File: src/rtl/rss_pkg.sv
package rss_pkg;
  localparam int NREG_P  = 16;
  localparam int DW_P    = 32;
  localparam int AW_P    = 24;
  localparam int DISPW_P = 16;
  localparam int IW_P    = $clog2(NREG_P);

  function automatic logic [AW_P-1:0] start_addr(input logic [AW_P-1:0] base,
                                                 input logic [DISPW_P-1:0] disp);
    logic [AW_P-1:0] ext;
    ext = {{(AW_P-DISPW_P){disp[DISPW_P-1]}}, disp};
    return base + ext;
  endfunction

  function automatic logic [AW_P-1:0] step_addr(input logic [AW_P-1:0] ptr);
    return ptr + AW_P'(DW_P/8);
  endfunction

  function automatic logic [IW_P-1:0] oh_to_idx(input logic [NREG_P-1:0] oh);
    logic [IW_P-1:0] r;
    r = '0;
    for (int i = 0; i < NREG_P; i++)
      if (oh[i]) r = r | IW_P'(i);
    return r;
  endfunction
endpackage

File: src/rtl/rss_mask_scan.sv
module rss_mask_scan #(
  parameter int NREG = rss_pkg::NREG_P
) (
  input  logic [NREG-1:0] pend,
  output logic [NREG-1:0] first_oh,
  output logic            any
);
  logic [NREG:0] seen;
  assign seen[0] = 1'b0;

  for (genvar i = 0; i < NREG; i++) begin : g_bit
    assign seen[i+1]   = seen[i] | pend[i];
    assign first_oh[i] = pend[i] & ~seen[i];
  end

  assign any = seen[NREG];
endmodule

File: src/rtl/rss_addr_gen.sv
module rss_addr_gen #(
  parameter int AW = rss_pkg::AW_P
) (
  input  logic          clk,
  input  logic          rst_n,
  input  logic          load,
  input  logic [AW-1:0] load_val,
  input  logic          step,
  output logic [AW-1:0] ptr
);
  always_ff @(posedge clk or negedge rst_n) begin
    if (!rst_n)    ptr <= '0;
    else if (load) ptr <= load_val;
    else if (step) ptr <= rss_pkg::step_addr(ptr);
  end
endmodule

File: src/rtl/regstore_seq.sv
module regstore_seq #(
  parameter int NREG  = rss_pkg::NREG_P,
  parameter int DW    = rss_pkg::DW_P,
  parameter int AW    = rss_pkg::AW_P,
  parameter int DISPW = rss_pkg::DISPW_P
) (
  input  logic                 clk,
  input  logic                 rst_n,
  input  logic                 start,
  input  logic [NREG-1:0]      mask,
  input  logic [2:0]           base_sel,
  input  logic [DISPW-1:0]     disp,
  input  logic [NREG*DW-1:0]   regs_in,
  output logic [AW-1:0]        mem_addr,
  output logic [DW-1:0]        mem_wdata,
  output logic                 mem_we,
  input  logic                 mem_ready,
  output logic                 busy,
  output logic                 done
);
  localparam int HALF = NREG / 2;
  localparam int IW   = $clog2(NREG);

  logic            busy_q;
  logic [NREG-1:0] pend_q;
  logic [NREG-1:0] sel_oh;
  logic            sel_any;
  logic [IW-1:0]   sel_idx;
  logic            accept;
  logic            wr_fire;
  logic [AW-1:0]   base_val;
  logic [AW-1:0]   first_addr;

  rss_mask_scan #(.NREG(NREG)) u_scan (
    .pend(pend_q), .first_oh(sel_oh), .any(sel_any)
  );

  assign sel_idx    = IW'(rss_pkg::oh_to_idx(sel_oh));
  assign accept     = start && !busy_q;
  assign wr_fire    = mem_we && mem_ready;
  assign base_val   = regs_in[(HALF + int'(base_sel))*DW +: AW];
  assign first_addr = rss_pkg::start_addr(base_val, disp);

  always_ff @(posedge clk or negedge rst_n) begin
    if (!rst_n) begin
      busy_q <= 1'b0;
      pend_q <= '0;
    end else if (accept) begin
      busy_q <= 1'b1;
      pend_q <= mask;
    end else if (busy_q) begin
      if (!sel_any)     busy_q <= 1'b0;
      else if (wr_fire) pend_q <= pend_q & ~sel_oh;
    end
  end

  rss_addr_gen #(.AW(AW)) u_addr (
    .clk(clk), .rst_n(rst_n), .load(accept), .load_val(first_addr),
    .step(wr_fire), .ptr(mem_addr)
  );

  assign mem_we    = busy_q && sel_any;
  assign done      = busy_q && !sel_any;
  assign busy      = busy_q;
  assign mem_wdata = regs_in[int'(sel_idx)*DW +: DW];
endmodule

File: config.mk
export PLATFORM = sky130hd
export DESIGN_NAME = regstore_seq
export DESIGN_NICKNAME = d
export VERILOG_FILES = /design/src/rtl/rss_pkg.sv /design/src/rtl/rss_mask_scan.sv /design/src/rtl/rss_addr_gen.sv /design/src/rtl/regstore_seq.sv
export SDC_FILE = /design/constraint.sdc
export NUM_CORES = 1
export LEC_CHECK = 0
export BUFFER_PORTS_ARGS = -buffer_cell sky130_fd_sc_hd__buf_2
export CORE_AREA = 2 2 234 236
export DETAILED_ROUTE_END_ITERATION = 10
export DIE_AREA = 0 0 236 238
export GPL_TIMING_DRIVEN = 0
export SETUP_SLACK_MARGIN = 0.5
export SKIP_CTS_REPAIR_TIMING = 1
export SYNTH_ARGS = -nofsm -noshare
export SYNTH_HDL_FRONTEND = slang
export SYNTH_HIERARCHICAL = 1
export SYNTH_SLANG_ARGS = --single-unit
File: constraint.sdc
create_clock -name clk -period 6.7 [get_ports clk]
set_clock_uncertainty 0.2 [all_clocks]
set_input_delay 1.34 -clock clk [delete_from_list [all_inputs] [get_ports clk]]
set_output_delay 1.34 -clock clk [all_outputs]
set_load 0.02 [all_outputs]
==> impl_metrics.csv <==
group,metric,value,unit
job,cap_violations,0,
synthesis,yosysWarnings,6,
cells_and_area,finish.instance_area,0.0141,mm²
floorplanning,core_region_area,0.0535,mm²
power,power_switching,0.00697,W
place,placed_cell_area,0.0138,mm²
routing,via_per_inst,5.19,
routing,antenna_left,0,
floorplanning,die_x,236,µm
global_route,top_usage_layer,"met2",
floorplanning,start_util,0.184,
timing,setup_viol,0,
synthesis,synth-edff-count,0,
power,p_seq_frac,0.047,
synthesis,synth-main-ff-cell,"dfrtp_1",
floorplanning,io_pins,610,
global_route,grt_usage,0.249,
timing,hold_viol,0,
worst_setup_path,cp-start-kind,"flip-flop",
global_route,grt_use_met3,0.0462,
floorplanning,dieArea,0.0562,mm²
global_route,gr-total-overflow,0,
place,gp_congestion,0.922,
routing,drc_errors,0,
synthesis,async_flop_share,1.00,
worst_setup_path,worstPathMaxFanout,10,
worst_setup_path,cp_data_required_time,5.16,ns
hold_path,hold_path.class,"reg -> reg",
cells_and_area,fin_util,0.263,
synthesis,avgSynthCellArea,8.09,µm²
synthesis,ys_top_cells_by_area,"mux2i_1 (14%), mux4_2 (11%), dfrtp_1 (10%)",
synthesis,syn_inst,1218,
cts,htree_levels,2,
global_route,use_met2,0.422,
routing,drtPass1Iterations,7,
cts,insertion_delay,0.30,ns
place,port_buffers,608,
synthesis,syn-cell-area,0.00986,mm²
outcome,status,"finished, final reports clean",
power,p_per_area,761,mW/mm²
routing,drt_iter0_drc,1260,
cts,path_clk_slew,0.06,ns
timing,period_needed,6.11,ns
global_route,grt_max_degree,42,
global_route,grt_pass1_wl,98.7,mm
cts,cts-root-buf,"clkbuf_16",
power,p_int,0.00373,W
timing,max-slew-margin-rel,0.132,
worst_setup_path,endpoint_kind,"primary output",
global_route,grt_pass1_vias,12700,
routing,vias,13200,
power,clock_power_share,0.025,
routing,post_drt_wl_per_cell,28.8,µm
cts,numCtsBuffers,5,
power,p_comb_frac,0.929,
cells_and_area,area_growth,42.7,%
worst_setup_path,critical_path_class,"reg -> out",
floorplanning,die_h,238,µm
routing,drt-total-wl,73.4,mm
cells_and_area,fin_nets,2412,
timing,finalCritPeriodShare,0.911,
cells_and_area,drive_above_1_share,0.434,
synthesis,synth_top_area_share,0.139,
synthesis,ys_seq_area_frac,0.104,
synthesis,synth_area_leader_cell,"mux2i_1",
synthesis,synth_nets,1794,
timing,grt_setup_unrepaired,"yes",
synthesis,ys_types,53,
global_route,grtUsageMet1,0.319,
worst_setup_path,crit_arrival,4.57,ns
timing,timing.fmax,164,MHz
power,p_leak,6.57,nW
timing,tightest_slew,1.30,ns
power,power.total,0.0107,W
cts,cts.sinks,41,
timing,slew_violations,0,
power,peakVddDrop,0.501,mV
global_route,antenna_found_initial,38,
cts,clockBufferDepth,2,
cts,cts_tree,"done",
synthesis,ys_ff_latch,41,
floorplanning,num_rows,85,
place,dp_hpwl,61.2,mm
power,switching_share,0.651,
## per-layer routing
metal / vias up / share of wire
li1: 5917 / -
met1: 6358 / 0.41
met2: 796 / 0.47
met3: 146 / 0.080
met4: 16 / 0.036
met5: - / 0.0014
## cells in the mapped netlist, types with 15 or more instances
cell / n
a211oi_1: 131
a21oi_1: 150
a22oi_1: 67
buf_2: 44
buf_6: 20
clkbuf_1: 27
dfrtp_1: 41
ha_1: 24
mux2_2: 24
mux2i_1: 137
mux4_2: 48
nand2_1: 121
nand3_1: 28
nor2_1: 19
nor2b_1: 136
nor4_1: 15
o21ai_0: 23
xnor2_1: 26
## power by group through the flow
stage	clock network (W)	registers (W)	logic [W]
after floorplan	0	0.000548	0.00577
after global placement	0	0.000499	0.00976
after detailed placement	0	0.000501	0.00977
after CTS	0.000266	0.000498	0.00979
after global routing	0.000274	0.000521	0.0105
final	0.000263	0.000501	0.00994
## area by class of cell
class | instances | area, µm²
Buffer | 112 | 748
Inverter | 13 | 48.8
Tap cell | 696 | 871
Timing Repair Buffer | 611 | 3090
Clock inverter | 1 | 5.00
Clock buffer | 7 | 153
Antenna cell | 19 | 47.5
Multi-Input combinational cell | 1052 | 8080
Fill cell | 6075 | 39400
Sequential cell | 41 | 1030
## path summary, 6_finish.rpt
path | startpoint | end | slack (ns) | cells past startpoint
setup / recovery | pend_q[0]$_DFFE_PN0P_ | mem_wdata[12] | 0.59 | 14
hold / removal | u_addr/ptr[1]$_DFFE_PN0P_ | u_addr/ptr[1]$_DFFE_PN0P_ | 0.31 | 1
setup reg to reg | pend_q[4]$_DFFE_PN0P_ | u_addr/ptr[18]$_DFFE_PN0N_ | 2.94 | 11
hold reg to reg | u_addr/ptr[1]$_DFFE_PN0P_ | u_addr/ptr[1]$_DFFE_PN0P_ | 0.31 | 1
max in group asynchronous | rst_n | u_addr/ptr[16]$_DFFE_PN0N_ | 4.70 | 1
min in group asynchronous | rst_n | pend_q[1]$_DFFE_PN0P_ | 1.00 | 1
## layout by cell type (no fill, tap or decap), drive strengths merged, types with 24 or more instances in the layout
| master | netlist | routed |
|---|---|---|
| a211oi | 131 | 131 |
| ha | 24 | 24 |
| mux4 | 48 | 48 |
| mux2i | 137 | 137 |
| xnor2 | 26 | 26 |
| mux2 | 24 | 24 |
| clkbuf | 28 | 39 |
| nand3 | 28 | 28 |
| a22oi | 67 | 67 |
| nand2 | 121 | 121 |
| a21oi | 150 | 150 |
| dfrtp | 41 | 41 |
| nor2b | 136 | 136 |
| o21ai | 28 | 28 |
| buf | 84 | 691 |
## kinds of logic (layout without fill, tap and decap cells)
family                   Yosys count  count (layout)  synth area share
AO/OA/AOI/OAI                    401             401             0.261
XOR/XNOR                          34              34            0.0302
adder cells (fa/ha/maj)           25              25            0.0325
buffers and inverters            125             744            0.0796
flip-flops                        41              41             0.104
multiplexers                     209             209             0.276
other                              0              19                 0
AND/OR/NAND/NOR                  383             383             0.217
## registers in the layout (all words and copies together) (netlist names)
register	count
u_addr/ptr	24
busy	1
pend_q	16
## per-stage QoR
stage | hold WS (ns) | std cells | worst slack [ns] | setup TNS, ns
2_1_floorplan | 0.271 | 1218 | 1.68 | 0
3_3_place_gp | 0.291 | 2522 | -0.359 | -0.963
3_5_place_dp | 0.302 | 2522 | -0.316 | -0.866
4_1_cts | 0.317 | 2530 | -0.0415 | -0.0415
5_1_grt | 0.343 | 2545 | 0.412 | 0
6_report | 0.313 | 2552 | 0.593 | 0
## critical path, cell delays in order, from the launching register on
cell and delay, ns:
dfrtp_1 0.44, or4_1 0.61, clkbuf_1 0.27, nor4_1 0.63, or4_4 0.26, nor3_4 0.05, buf_12 0.16, buf_6 0.16
buf_6 0.18, buf_2 0.27, a211oi_1 0.67, a21oi_1 0.08, a22oi_1 0.21, nand2_1 0.07, buf_2 0.18
(Power assumes the default switching activity.)
